File: src/rtl/abs_enc_pkg.sv
package abs_enc_pkg;

  localparam int CRCW = 5;

  typedef enum logic [2:0] {
    ST_IDLE,
    ST_LATCH,
    ST_CMD,
    ST_WAIT,
    ST_RECV,
    ST_FIN,
    ST_REC
  } rd_state_t;

  // one serial step of the check register
  function automatic logic [CRCW-1:0] crc_step(input logic [CRCW-1:0] r,
                                               input logic b,
                                               input logic [CRCW-1:0] poly);
    logic fb;
    fb = r[CRCW-1] ^ b;
    return {r[CRCW-2:0], 1'b0} ^ (fb ? poly : '0);
  endfunction

endpackage

File: src/rtl/sclk_div.sv
module sclk_div #(
  parameter int HALF_DIV = 25
) (
  input  logic clk,
  input  logic rst_n,
  input  logic run,
  output logic sclk_o,
  output logic fall_evt,
  output logic rise_evt
);
  localparam int CW = (HALF_DIV < 2) ? 1 : $clog2(HALF_DIV);

  logic [CW-1:0] cnt;
  logic          sclk_q;
  logic          wrap;

  assign wrap     = run && (cnt == CW'(HALF_DIV - 1));
  assign fall_evt = wrap && sclk_q;
  assign rise_evt = wrap && !sclk_q;
  assign sclk_o   = sclk_q;

  always_ff @(posedge clk or negedge rst_n) begin
    if (!rst_n) begin
      cnt    <= '0;
      sclk_q <= 1'b1;
    end else if (!run) begin
      cnt    <= '0;
      sclk_q <= 1'b1;
    end else if (wrap) begin
      cnt    <= '0;
      sclk_q <= ~sclk_q;
    end else begin
      cnt <= cnt + 1'b1;
    end
  end


  idle_high_chk: assert property (@(posedge clk) disable iff (!rst_n)
    !run |=> sclk_q);

endmodule

File: src/rtl/crc_ser.sv
module crc_ser
  import abs_enc_pkg::*;
#(
  parameter logic [CRCW-1:0] POLY = 5'h05,
  parameter logic [CRCW-1:0] INIT = 5'h1F
) (
  input  logic            clk,
  input  logic            rst_n,
  input  logic            clr,
  input  logic            en,
  input  logic            bit_i,
  output logic [CRCW-1:0] crc_o
);
  always_ff @(posedge clk or negedge rst_n) begin
    if (!rst_n)   crc_o <= INIT;
    else if (clr) crc_o <= INIT;
    else if (en)  crc_o <= crc_step(crc_o, bit_i, POLY);
  end
endmodule

File: src/rtl/field_unpack.sv
module field_unpack
  import abs_enc_pkg::*;
#(
  parameter int POS_W  = 23,
  parameter int RESP_W = 2 + POS_W + CRCW
) (
  input  logic [RESP_W-1:0] resp,
  output logic              f1,
  output logic              f2,
  output logic [POS_W-1:0]  pos,
  output logic [CRCW-1:0]   crc_rx
);
  // bit k of resp is the k-th bit after the start bit
  assign f1  = resp[0];
  assign f2  = resp[1];
  assign pos = resp[2 +: POS_W];

  for (genvar j = 0; j < CRCW; j++) begin : g_crc
    assign crc_rx[CRCW-1-j] = resp[2+POS_W+j];
  end
endmodule

File: src/rtl/abs_enc_reader.sv
module abs_enc_reader
  import abs_enc_pkg::*;
#(
  parameter int              HALF_DIV  = 25,
  parameter int              POS_W     = 23,
  parameter int              CMD_W     = 6,
  parameter logic [CMD_W-1:0] CMD_WORD = 6'b000111,
  parameter int              LATCH_P   = 2,
  parameter int              TIMEOUT_P = 64,
  parameter logic [CRCW-1:0] CRC_POLY  = 5'h05,
  parameter logic [CRCW-1:0] CRC_INIT  = 5'h1F
) (
  input  logic             clk,
  input  logic             rst_n,
  input  logic             start_req,
  input  logic             enc_din,
  output logic             sclk_o,
  output logic             enc_dout,
  output logic             enc_oe,
  output logic [POS_W-1:0] pos_o,
  output logic             f1_o,
  output logic             f2_o,
  output logic [CRCW-1:0]  crc_rx_o,
  output logic             crc_ok_o,
  output logic             done_o,
  output logic             timeout_o
);
  localparam int MSG_W  = 2 + POS_W;
  localparam int RESP_W = MSG_W + CRCW;
  localparam int M1     = (LATCH_P > CMD_W) ? LATCH_P : CMD_W;
  localparam int M2     = (M1 > TIMEOUT_P) ? M1 : TIMEOUT_P;
  localparam int MAXC   = (M2 > RESP_W) ? M2 : RESP_W;
  localparam int CNT_W  = $clog2(MAXC + 1);

  rd_state_t          state;
  logic [CNT_W-1:0]   cnt;
  logic [CMD_W-1:0]   cmd_sh;
  logic [RESP_W-1:0]  resp_q;
  logic               dout_q, oe_q;
  logic               done_q, crc_ok_q, to_q;
  logic [POS_W-1:0]   pos_q;
  logic               f1_q, f2_q;
  logic [CRCW-1:0]    crc_rx_q;

  // named internal events
  logic               run_w;
  logic               fall_evt, rise_evt;
  logic               accept_w;
  logic               crc_en_w;
  logic [CRCW-1:0]    crc_acc;
  logic               f1_w, f2_w;
  logic [POS_W-1:0]   pos_w;
  logic [CRCW-1:0]    crc_rx_w;

  assign run_w    = (state == ST_LATCH) || (state == ST_CMD) ||
                    (state == ST_WAIT)  || (state == ST_RECV);
  assign accept_w = (state == ST_IDLE) && start_req;
  assign crc_en_w = (state == ST_RECV) && rise_evt && (cnt < CNT_W'(MSG_W));

  sclk_div #(.HALF_DIV(HALF_DIV)) u_div (
    .clk      (clk),
    .rst_n    (rst_n),
    .run      (run_w),
    .sclk_o   (sclk_o),
    .fall_evt (fall_evt),
    .rise_evt (rise_evt)
  );

  crc_ser #(.POLY(CRC_POLY), .INIT(CRC_INIT)) u_crc (
    .clk   (clk),
    .rst_n (rst_n),
    .clr   (accept_w),
    .en    (crc_en_w),
    .bit_i (enc_din),
    .crc_o (crc_acc)
  );

  field_unpack #(.POS_W(POS_W), .RESP_W(RESP_W)) u_unpack (
    .resp   (resp_q),
    .f1     (f1_w),
    .f2     (f2_w),
    .pos    (pos_w),
    .crc_rx (crc_rx_w)
  );

  always_ff @(posedge clk or negedge rst_n) begin
    if (!rst_n) begin
      state    <= ST_IDLE;
      cnt      <= '0;
      cmd_sh   <= '0;
      resp_q   <= '0;
      dout_q   <= 1'b0;
      oe_q     <= 1'b0;
      done_q   <= 1'b0;
      crc_ok_q <= 1'b0;
      to_q     <= 1'b0;
      pos_q    <= '0;
      f1_q     <= 1'b0;
      f2_q     <= 1'b0;
      crc_rx_q <= '0;
    end else begin
      done_q   <= 1'b0;
      crc_ok_q <= 1'b0;
      to_q     <= 1'b0;
      unique case (state)
        ST_IDLE: begin
          if (start_req) begin
            state  <= ST_LATCH;
            cnt    <= '0;
            oe_q   <= 1'b1;
            dout_q <= 1'b0;
          end
        end
        ST_LATCH: begin
          if (fall_evt) begin
            if (cnt == CNT_W'(LATCH_P)) begin
              state  <= ST_CMD;
              dout_q <= CMD_WORD[CMD_W-1];
              cmd_sh <= CMD_WORD << 1;
              cnt    <= CNT_W'(1);
            end else begin
              cnt <= cnt + 1'b1;
            end
          end
        end
        ST_CMD: begin
          if (fall_evt) begin
            if (cnt == CNT_W'(CMD_W)) begin
              state  <= ST_WAIT;
              oe_q   <= 1'b0;
              dout_q <= 1'b0;
              cnt    <= '0;
            end else begin
              dout_q <= cmd_sh[CMD_W-1];
              cmd_sh <= cmd_sh << 1;
              cnt    <= cnt + 1'b1;
            end
          end
        end
        ST_WAIT: begin
          if (rise_evt) begin
            if (enc_din) begin
              state <= ST_RECV;
              cnt   <= '0;
            end else if (cnt == CNT_W'(TIMEOUT_P - 1)) begin
              state <= ST_IDLE;
              to_q  <= 1'b1;
            end else begin
              cnt <= cnt + 1'b1;
            end
          end
        end
        ST_RECV: begin
          if (rise_evt) begin
            resp_q <= {enc_din, resp_q[RESP_W-1:1]};
            cnt    <= cnt + 1'b1;
            if (cnt == CNT_W'(RESP_W - 1)) state <= ST_FIN;
          end
        end
        ST_FIN: begin
          pos_q    <= pos_w;
          f1_q     <= f1_w;
          f2_q     <= f2_w;
          crc_rx_q <= crc_rx_w;
          crc_ok_q <= (crc_acc == crc_rx_w);
          done_q   <= 1'b1;
          state    <= ST_REC;
        end
        ST_REC: begin
          if (!enc_din) state <= ST_IDLE;
        end
        default: state <= ST_IDLE;
      endcase
    end
  end

  assign enc_dout  = dout_q;
  assign enc_oe    = oe_q;
  assign pos_o     = pos_q;
  assign f1_o      = f1_q;
  assign f2_o      = f2_q;
  assign crc_rx_o  = crc_rx_q;
  assign crc_ok_o  = crc_ok_q;
  assign done_o    = done_q;
  assign timeout_o = to_q;


  dout_on_fall_chk: assert property (@(posedge clk) disable iff (!rst_n)
    !$stable(enc_dout) |-> $past(fall_evt));


  oe_release_chk: assert property (@(posedge clk) disable iff (!rst_n)
    $fell(enc_oe) |-> (state == ST_WAIT));


  crc_flag_chk: assert property (@(posedge clk) disable iff (!rst_n)
    crc_ok_o |-> done_o);


  done_single_chk: assert property (@(posedge clk) disable iff (!rst_n)
    done_o |=> !done_o);


  park_high_chk: assert property (@(posedge clk) disable iff (!rst_n)
    (state == ST_FIN) |-> sclk_o);


  excl_end_chk: assert property (@(posedge clk) disable iff (!rst_n)
    !(done_o && timeout_o));


  busy_ignore_chk: assert property (@(posedge clk) disable iff (!rst_n)
    (state != ST_IDLE && state != ST_LATCH) |=> (state != ST_LATCH));


  rec_hold_chk: assert property (@(posedge clk) disable iff (!rst_n)
    (state == ST_REC && enc_din) |=> (state == ST_REC));

endmodule

File: config.mk
export PLATFORM = sky130hd
export DESIGN_NAME = abs_enc_reader
export DESIGN_NICKNAME = d
export VERILOG_FILES = /design/src/rtl/abs_enc_pkg.sv /design/src/rtl/sclk_div.sv /design/src/rtl/crc_ser.sv /design/src/rtl/field_unpack.sv /design/src/rtl/abs_enc_reader.sv
export SDC_FILE = /design/constraint.sdc
export NUM_CORES = 1
export LEC_CHECK = 0
export ABC_AREA = 1
export BUFFER_PORTS_ARGS = -buffer_cell sky130_fd_sc_hd__buf_2
export CELL_PAD_IN_SITES_DETAIL_PLACEMENT = 1
export CELL_PAD_IN_SITES_GLOBAL_PLACEMENT = 2
export CORE_ASPECT_RATIO = 2
export CORE_MARGIN = 2
export CORE_UTILIZATION = 38
export CTS_BUF_LIST = sky130_fd_sc_hd__clkbuf_8
export DETAILED_ROUTE_END_ITERATION = 8
export PLACE_DENSITY_LB_ADDON = 0.1
export REMOVE_ABC_BUFFERS = 1
export SYNTH_ARGS = -nofsm -noshare
export SYNTH_HDL_FRONTEND = slang
export SYNTH_SLANG_ARGS = --single-unit
File: constraint.sdc
create_clock -name clk -period 2.1 [get_ports clk]
set_input_delay 0 -clock clk [delete_from_list [all_inputs] [get_ports clk]]
set_output_delay 0 -clock clk [all_outputs]
set_load 0.02 [all_outputs]
Word level (Yosys, flattened, before mapping)
Cells that the tools add are included.

Bits of input ports: 4. Bits in registers: 92. Output and inout bits: 36.

Reductions and logical operators: 22. Eq/ne operators: 25. Add/sub/neg operators: 2. Bitwise logic cells: 3. Order comparisons: 1. Multiplexer cells: 50.

Operators with widths (count): 7-bit two-way mux (9); 3-bit two-way mux (12); 7-bit one-hot mux with 5 select lines (1); 6-bit two-way mux (4); 3-bit one-hot mux with 7 select lines (1); 5-bit two-way mux (4); 1-bit two-way mux (16); 2-bit inequality test, second input constant (8); 6-bit one-hot mux with 2 select lines (1); 10-bit AND reduction (1); 5-bit AND reduction (2); 3-bit == test, second input constant (3); 7-bit by 1-bit adder with 7-bit output, second input constant (1); 7-bit by 2-bit == test with 1-bit output, second input constant (1); 7-bit by 3-bit == test with 1-bit output, second input constant (1); 7-bit by 5-bit == test with 1-bit output, second input constant (1); 7-bit by 6-bit == test with 1-bit output, second input constant (1); 7-bit by 5-bit < comparator with 1-bit output, second input constant (1); 7-bit AND reduction (1); 3-bit by 2-bit == test with 1-bit output, second input constant (2); 1-bit logical AND (6); 2-bit by 1-bit inequality test with 1-bit output, second input constant (3); 2-bit nonzero test (3); 5-bit by 1-bit adder with 5-bit output, second input constant (1); 17 further kinds (19).

Logic depth before layout (Yosys ltp)
Gate-level depths: netlist (run 1).

Word-level depth: 10. Gate-level depth with buffers: 12.

Hierarchy
Synthesis (run 1) repeated with hierarchy kept, for this count alone.

Cells, all modules: 542. Area, all modules: 4529.3 sq um.

Modules (own cells, without submodules): abs_enc_reader (area an instance 3741.1 sq um, instances 1, seq. area each 2001.9 sq um, cells an instance 443); sclk_div (area an instance 325.3 sq um, instances 1, seq. area each 151.4 sq um, cells an instance 40); crc_ser (area an instance 237.7 sq um, instances 1, seq. area each 131.4 sq um, cells an instance 29); field_unpack (area an instance 225.2 sq um, instances 1, seq. area each 0.0 sq um, cells an instance 30).

Least setup slack after synthesis (run 1)
Ideal clock, no wire load.

Path type: reg-to-reg. Start point: reg cnt[0]. End point: reg state[2]. Arrival time: 1.461 ns. Setup slack: 0.522 ns. Stages on the path, launching flop included: 12. Path through: dfrtp_1 -> inv_1 -> ha_1 -> nand2_1 -> nor2_1 -> nand2_1 -> nand2_1 -> nand3_1 -> nor2_1 -> nand2_1 -> nand2_1 -> nand2_1.

Longest elaborated chain between the ends: 3.

Ends and longest elaborated chain: start, declared (RTL line abs_enc_reader.sv:36) `logic [CNT_W-1:0] cnt;`; start signal, assigned (RTL line abs_enc_reader.sv:122) `cnt <= cnt + 1'b1;`; start signal, assigned (RTL line abs_enc_reader.sv:136) `cnt <= cnt + 1'b1;`; start signal, assigned (RTL line abs_enc_reader.sv:149) `cnt <= cnt + 1'b1;`; 7-bit by 6-bit == test with 1-bit output, or another cell as far along (RTL line abs_enc_reader.sv:145) `end else if (cnt == CNT_W'(TIMEOUT_P - 1)) begin`; 3-bit by 2-bit inequality test with 1-bit output (no source line) or 2-bit by 1-bit inequality test with 1-bit output (tied branches); 10-bit AND reduction (no source line) *; end signal, assigned (RTL line abs_enc_reader.sv:143) `state <= ST_RECV;`; end signal, assigned (RTL line abs_enc_reader.sv:146) `state <= ST_IDLE;`; end signal, assigned (RTL line abs_enc_reader.sv:157) `if (cnt == CNT_W'(RESP_W - 1)) state <= ST_FIN;`; end, declared (RTL line abs_enc_reader.sv:35) `rd_state_t state;`.

Every way passes the cells marked *; elsewhere a longest branch is shown, timed or not. A chain may end at the register's enable or synchronous reset.

Worst setup path after layout (run 1)
Start point: reg cnt[0]. End point: reg state[0].

Same word-level chain as after synthesis.

==> results.sh, run 1 <==
export IMPL_status="completed"
export IMPL_fin_crit_ns=1.84
export IMPL_fill_cells=1340
export IMPL_post_place_ws_ns=0.266
export IMPL_grt_remaining_overflow=0
export IMPL_syn2layout_area_growth_pct=12.5
export IMPL_ys_ff_latch=91
export IMPL_slew_viol_final=0
export IMPL_ys_seq_area_share_pct=54.0
export IMPL_sw_frac_of_total_pct=40.1
export IMPL_crit_type="reg2reg"
export IMPL_irDropWorstVdd_uv=565
export IMPL_grt_max_degree=66
export IMPL_multiInputGateArea_um2=1590
export IMPL_die_h_um=153
export IMPL_grt_pass1_vias=3560
export IMPL_postRouteAntennaNets=0
export IMPL_syn_area_um2=4230
export IMPL_die_x_um=78.6
export IMPL_yosys_warnings=0
export IMPL_p_seq_share_pct=43.3
export IMPL_routed_via_count=3230
export IMPL_cp_start_kind="flip-flop"
export IMPL_dp_hpwl_um=7380
export IMPL_syn_inst=475
export IMPL_p_int_mw=2.74
export IMPL_wirelength_um=9680
export IMPL_setup_viol_count_final=0
export IMPL_crit_start="cnt[0]"
export IMPL_seq_area_um2=2280
export IMPL_place_inst=646
export IMPL_reg2reg_from="cnt[0]"
export IMPL_min_path_type="in2async"
export IMPL_timing_final_ws_setup_ns=0.264
export IMPL_p_switching_mw=1.83
export IMPL_comb_power_share_pct=33.7
export IMPL_grt_pass1_wl_um=16800
export IMPL_rsz0062_at_grt="false"
export IMPL_power_density_nw_per_um2=960
export IMPL_critPathRequiredTime_ns=2.35
export IMPL_ff2ff_setup_slack_ns=0.26
export IMPL_globalplace_congestion=0.758
export IMPL_top_usage_layer="met2"
export IMPL_clock_root_buffer="clkbuf_8"
export IMPL_hold_violations=0
export IMPL_layout_common_cells="nand2_1 (127), dfrtp_1 (85), o21ai_0 (57), inv_1 (56), buf_2 (38)"
export IMPL_cp_max_fo=6
export IMPL_fin_area_um2=4760
export IMPL_slew_headroom_pct=74.0
export IMPL_grt_use_met1_pct=19.5
export IMPL_clkLatencyLatePin_ns=0.37
export IMPL_syn_area_per_cell_um2=8.90
export IMPL_tightest_slew_ns=0.386
export IMPL_core_rowCount=54
export IMPL_setup_tns_ns=0
export IMPL_period_share_pct=87.4
export IMPL_r2r_end="state[0]"
export IMPL_io_pins=40
export IMPL_initial_utilization_pct=38.9
export IMPL_core_area_um2=10900
export IMPL_drive_gt1_share_pct=20.6
export IMPL_die_area_um2=12000
export IMPL_portBuffers=39
export IMPL_antenna_found_initial=0
export IMPL_synth_distinct_cells=36
export IMPL_max_cap_violations=0
export IMPL_final_common_cell="nand2_1"
export IMPL_final_cells=664
export IMPL_firstDrtPassIters=4
export IMPL_post_cts_buffers=0
export IMPL_layout_nets=529
export IMPL_gr_usage_met3_pct=2.95
export IMPL_drtIter0Drc=83
export IMPL_numCtsBuffers=9
export IMPL_path_clk_slew_ns=0.10
export IMPL_met2_usage_pct=33.6
export IMPL_fmax_mhz=545
export IMPL_dpl_cell_area_um2=4560
export IMPL_critPathCaptureType="flip-flop"
export IMPL_drc=0
export IMPL_grt_usage_pct=17.9
export IMPL_r2r_cells=11
export IMPL_viasPerCell=4.86
export IMPL_skew_ns=0.0188
export IMPL_n_antenna_cell=0
export IMPL_cts_tree="done"
export IMPL_routed_wire_length_per_instance_um=14.6
export IMPL_critical_path_arrival_ns=2.09
export IMPL_clockPowerShare_pct=23.1
export IMPL_clock_sinks=91
export IMPL_p_leak_nw=2.37
export IMPL_htreeDepth=3
export IMPL_clockBufferDepth=2
-- registers in the layout (all words and copies together) (netlist names), 3 cells and up --
register / flops
crc_rx_o: 5
u_crc.crc_o: 5
u_div.cnt: 5
cmd_sh: 5
state: 3
resp_q: 30
pos_o: 23
cnt: 7
-- repair_timing --
action                                  4_1_cts  5_1_grt
endpoints found under the hold margin        87        0
resized for setup                             0        0
endpoints found under the setup margin        0        0
hold buffers                                  3        0
-- how the worst max path moves through the flow --
stage | endpoint | slack, ns
floorplan | u_crc.crc_o[0] | -0.02
detailed placement | resp_q[18] | 0.27
CTS | resp_q[18] | 0.25
global placement | state[2] | 0.29
finish | state[0] | 0.26
global route | resp_q[18] | 0.1
-- kinds of logic (layout without fill, tap and decap cells) --
| group | Yosys count | after routing | share of synthesized area, % |
|---|---|---|---|
| AND/OR/NAND/NOR | 207 | 207 | 23.3 |
| XOR/XNOR | 7 | 7 | 1.45 |
| buffers and inverters | 76 | 125 | 8.28 |
| AO/OA/AOI/OAI | 89 | 89 | 11.4 |
| flip-flops | 91 | 91 | 54.0 |
| adder cells (fa/ha/maj) | 5 | 5 | 1.48 |
-- cells in the mapped netlist --
master,instances,area (um2)
nor4_2,1,12.5
or2_2,3,18.8
inv_1,56,210
nand2_4,4,45.0
dfstp_2,6,158
o21ai_0,57,285
nor2_2,4,25.0
nand4_1,3,18.8
a21oi_1,4,20.0
o21ai_1,17,85.1
buf_6,5,56.3
nor3_1,2,10.0
nor2_4,4,45.0
inv_2,3,11.3
buf_4,1,7.51
o211ai_1,2,15.0
inv_4,2,12.5
o2111ai_1,1,8.76
nand2_2,9,56.3
xnor2_1,2,17.5
nor2_1,22,82.6
and2_0,1,6.26
nand2_1,127,477
dfrtp_1,85,2130
and2_1,1,6.26
nand3_4,3,52.6
nor2b_1,1,6.26
a21boi_0,1,7.51
clkbuf_1,6,22.5
xor2_1,5,43.8
ha_1,5,62.6
buf_12,1,20.0
nor2_8,1,20.0
o21ai_2,7,61.3
nand3_1,21,105
buf_2,2,10.0
-- area by class of cell --
class | count | share of cell area, %
flip-flops and latches | 91 | 48.0
clock inverters | 6 | 0.842
well taps | 140 | 3.68
multi-input cells | 308 | 33.5
clock buffers | 9 | 2.60
repair buffers | 49 | 6.42
inverters | 61 | 4.92
-- per-layer routing --
metal	routed length [um]	vias to the layer above
met5	0	-
met4	220	0
met3	202	13
met2	5550	37
met1	3700	1598
li1	-	1582
-- power groups by stage --
stage | logic, mW | clock network, mW | registers [mW]
2_1_floorplan | 1.09 | 0 | 2.03
3_3_place_gp | 1.54 | 0 | 2.01
3_5_place_dp | 1.57 | 0 | 2.01
4_1_cts | 1.58 | 1.11 | 1.98
5_1_grt | 1.74 | 1.17 | 2.00
6_report | 1.54 | 1.05 | 1.98
-- through the flow --
| step | power, mW | hold WS [ns] | util (%) |
|---|---|---|---|
| 5_1_grt | 4.91 | 0.0923 | 43.7 |
| 3_5_place_dp | 3.58 | -0.0469 | 41.9 |
| 4_1_cts | 4.67 | 0.0856 | 43.7 |
| 6_report | 4.57 | 0.0792 | 43.7 |
| 2_1_floorplan | 3.12 | -0.296 | - |
| 3_3_place_gp | 3.54 | -0.0527 | 41.9 |
-- worst max-delay path, cell delays in order (launching register included) --
cell and delay [ns]:
dfrtp_1 0.44, inv_1 0.14, ha_1 0.16, nand2_1 0.07, nor2_1 0.13, nand2_1 0.08, nand2_1 0.13, nand3_1 0.09
nor2_1 0.22, nand2_1 0.13, nand2_1 0.08, nand2_1 0.05
No activity file was read; power rests on OpenSTA's default activity.
==> run 2, diff against run 1 <==
--- a/config.mk
+++ b/config.mk
@@ -11,8 +11,8 @@
 export CELL_PAD_IN_SITES_GLOBAL_PLACEMENT = 2
 export CORE_ASPECT_RATIO = 2
 export CORE_MARGIN = 2
-export CORE_UTILIZATION = 38
-export CTS_BUF_LIST = sky130_fd_sc_hd__clkbuf_8
+export CORE_UTILIZATION = 36
+export CTS_BUF_LIST = sky130_fd_sc_hd__clkbuf_16
 export DETAILED_ROUTE_END_ITERATION = 8
 export PLACE_DENSITY_LB_ADDON = 0.1
 export REMOVE_ABC_BUFFERS = 1
==> run 2 against run 1 <==
Compared with the run above:
- clock-buffer cell count unchanged
- combinational power about the same
- global-route usage down 2.1 points
- register-to-register slack worse by 0.02 ns
- setup slack worse by 0.022 ns
- sequential share of layout area down 1.4 points
==> results.sh, run 2 (synthesized netlist as in run 1, its figures left out) <==
export IMPL_clkLatencyLatePin_ns=0.35
export IMPL_syn2layout_area_growth_pct=15.9
export IMPL_grt_max_degree=55
export IMPL_firstDrtPassIters=4
export IMPL_htreeDepth=3
export IMPL_regMostFlops="resp_q"
export IMPL_globalplace_congestion=0.753
export IMPL_numCtsBuffers=9
export IMPL_crit_chain="inv_1, ha_1, nand2_1, nor2_1, nand2_1, nand2_1, nand3_1, nor2_1, nand2_1, nand2_1, nand2_1"
export IMPL_cts_tree="done"
export IMPL_slowest_delay_ns=0.46
export IMPL_p_leak_nw=2.43
export IMPL_sw_frac_of_total_pct=37.0
export IMPL_layout_nets=527
export IMPL_cp_common_cell="nand2_1"
export IMPL_wl_met2_um=4240
export IMPL_min_path_type="in2reg"
export IMPL_p_switching_mw=1.92
export IMPL_met1_length_um=4440
export IMPL_grt_remaining_overflow=0
export IMPL_die_x_um=80.6
export IMPL_cp_start_kind="flip-flop"
export IMPL_cp_max_fo=6
export IMPL_finalPower_mw=5.17
export IMPL_p_seq_share_pct=38.9
export IMPL_timing_final_ws_setup_ns=0.243
export IMPL_tightest_slew_ns=0.615
export IMPL_critPathRequiredTime_ns=2.33
export IMPL_grt_pass1_wl_um=15500
export IMPL_routed_wire_length_per_instance_um=13.6
export IMPL_comb_power_share_pct=29.1
export IMPL_initial_utilization_pct=36.6
export IMPL_slew_viol_final=0
export IMPL_hold_ws_ns=0.0185
export IMPL_grt_pass1_vias=3163
export IMPL_route_met3_wl_um=200
export IMPL_irDropWorstVdd_uv=529
export IMPL_viasPerCell=4.77
export IMPL_hold_path_depth=3
export IMPL_dp_hpwl_um=6270
export IMPL_setup_viol_count_final=0
export IMPL_fmax_mhz=538
export IMPL_rsz0062_at_grt="false"
export IMPL_io_pins=40
export IMPL_setup_tns_ns=0
export IMPL_drc=0
export IMPL_core_rowCount=56
export IMPL_grt_usage_pct=15.8
export IMPL_final_common_cell="nand2_1"
export IMPL_p_int_mw=3.26
export IMPL_max_cap_violations=0
export IMPL_r2r_cells=11
export IMPL_period_share_pct=88.4
export IMPL_slowest_stage="dfrtp_1"
export IMPL_wirelength_um=9080
export IMPL_routed_via_count=3188
export IMPL_die_area_um2=12700
export IMPL_clockPowerShare_pct=32.0
export IMPL_skew_ns=0.0102
export IMPL_fin_crit_ns=1.86
export IMPL_clock_root_buffer="clkbuf_16"
export IMPL_hold_violations=0
export IMPL_power_density_nw_per_um2=1060
export IMPL_drive_gt1_share_pct=20.7
export IMPL_postRouteAntennaNets=0
export IMPL_slew_headroom_pct=59.0
export IMPL_largest_reg_flops=30
export IMPL_die_h_um=157
export IMPL_portBuffers=39
export IMPL_clock_sinks=91
export IMPL_critical_path_arrival_ns=2.09
export IMPL_top_layer="met4"
export IMPL_critPathCaptureType="flip-flop"
export IMPL_status="completed"
export IMPL_n_antenna_cell=0
export IMPL_path_clk_slew_ns=0.07
export IMPL_antenna_found_initial=0
export IMPL_crit_type="reg2reg"
export IMPL_post_place_ws_ns=0.223
export IMPL_layout_common_cells="nand2_1 (127), dfrtp_1 (84), inv_1 (57), o21ai_0 (57), buf_2 (38)"
export IMPL_core_area_um2=11600
export IMPL_drtIter0Drc=105
export IMPL_clockBufferDepth=2
run 2: changes by cell type in the layout (fill, tap and decap cells not counted), moves of 2 or more:
cell	delta
clkbuf_16	+9
clkbuf_8	-9
clkinv_2	-3
clkinv_4	+3
buf_4	-2
inv_6	-2
run 2: power by group through the flow:
stage               combinational [mW]  sequential [mW]  clock (mW)
floorplan                         1.09             2.03           0
global placement                  1.52             2.04           0
detailed placement                1.53             2.04           0
CTS                               1.55             2.01        1.72
global route                      1.70             2.03        1.76
finish                            1.51             2.01        1.66
run 2: what timing repair did:
item	in CTS	in global routing
buffers inserted	0	0
setup endpoints to repair	0	1
gates resized for setup	0	1
endpoints found under the hold margin	40	0
hold buffers	2	0
run 2: layout make-up:
class / instances / area, um2
clock buffer: 9 / 225
tap: 145 / 181
multi-input combinational: 308 / 1590
inverter: 61 / 234
clock inverter: 7 / 78.8
timing repair buffer: 47 / 300
sequential: 91 / 2290
fill: 1397 / 6660
run 2: metal layers:
layer | vias to the layer above | global-route usage [%]
met5 | - | 0
met4 | 0 | 7.91
met3 | 9 | 2.41
met2 | 39 | 24.0
met1 | 1544 | 21.8
li1 | 1596 | -
run 2: stage by stage:
step	area [um2]	utilization, %	instances
floorplan	4110	-	460
global placement	4570	39.6	650
detailed placement	4570	39.6	650
CTS	4900	42.4	668
global route	4900	42.4	668
finish	4900	42.4	668
run 2: path summary, 6_finish.rpt:
| path | from | endpoint | slack [ns] |
|---|---|---|---|
| min in group asynchronous | rst_n | cnt[0] | 0.21 |
| worst min-delay path | start_req | enc_oe | 0.02 |
| worst max-delay path | cnt[0] | state[1] | 0.24 |
| worst min register to register | f1_o | f1_o | 0.47 |
| worst max register to register | cnt[0] | state[1] | 0.24 |
| max in group asynchronous | rst_n | pos_o[7] | 1.23 |
run 2: worst max-delay path, delay by kind of cell, from the launching register on:
family / cells / cell delay, ns
simple gates: 9 / 0.98
fa+ha+maj: 1 / 0.16
buf+inv: 1 / 0.14
flops: 1 / 0.46
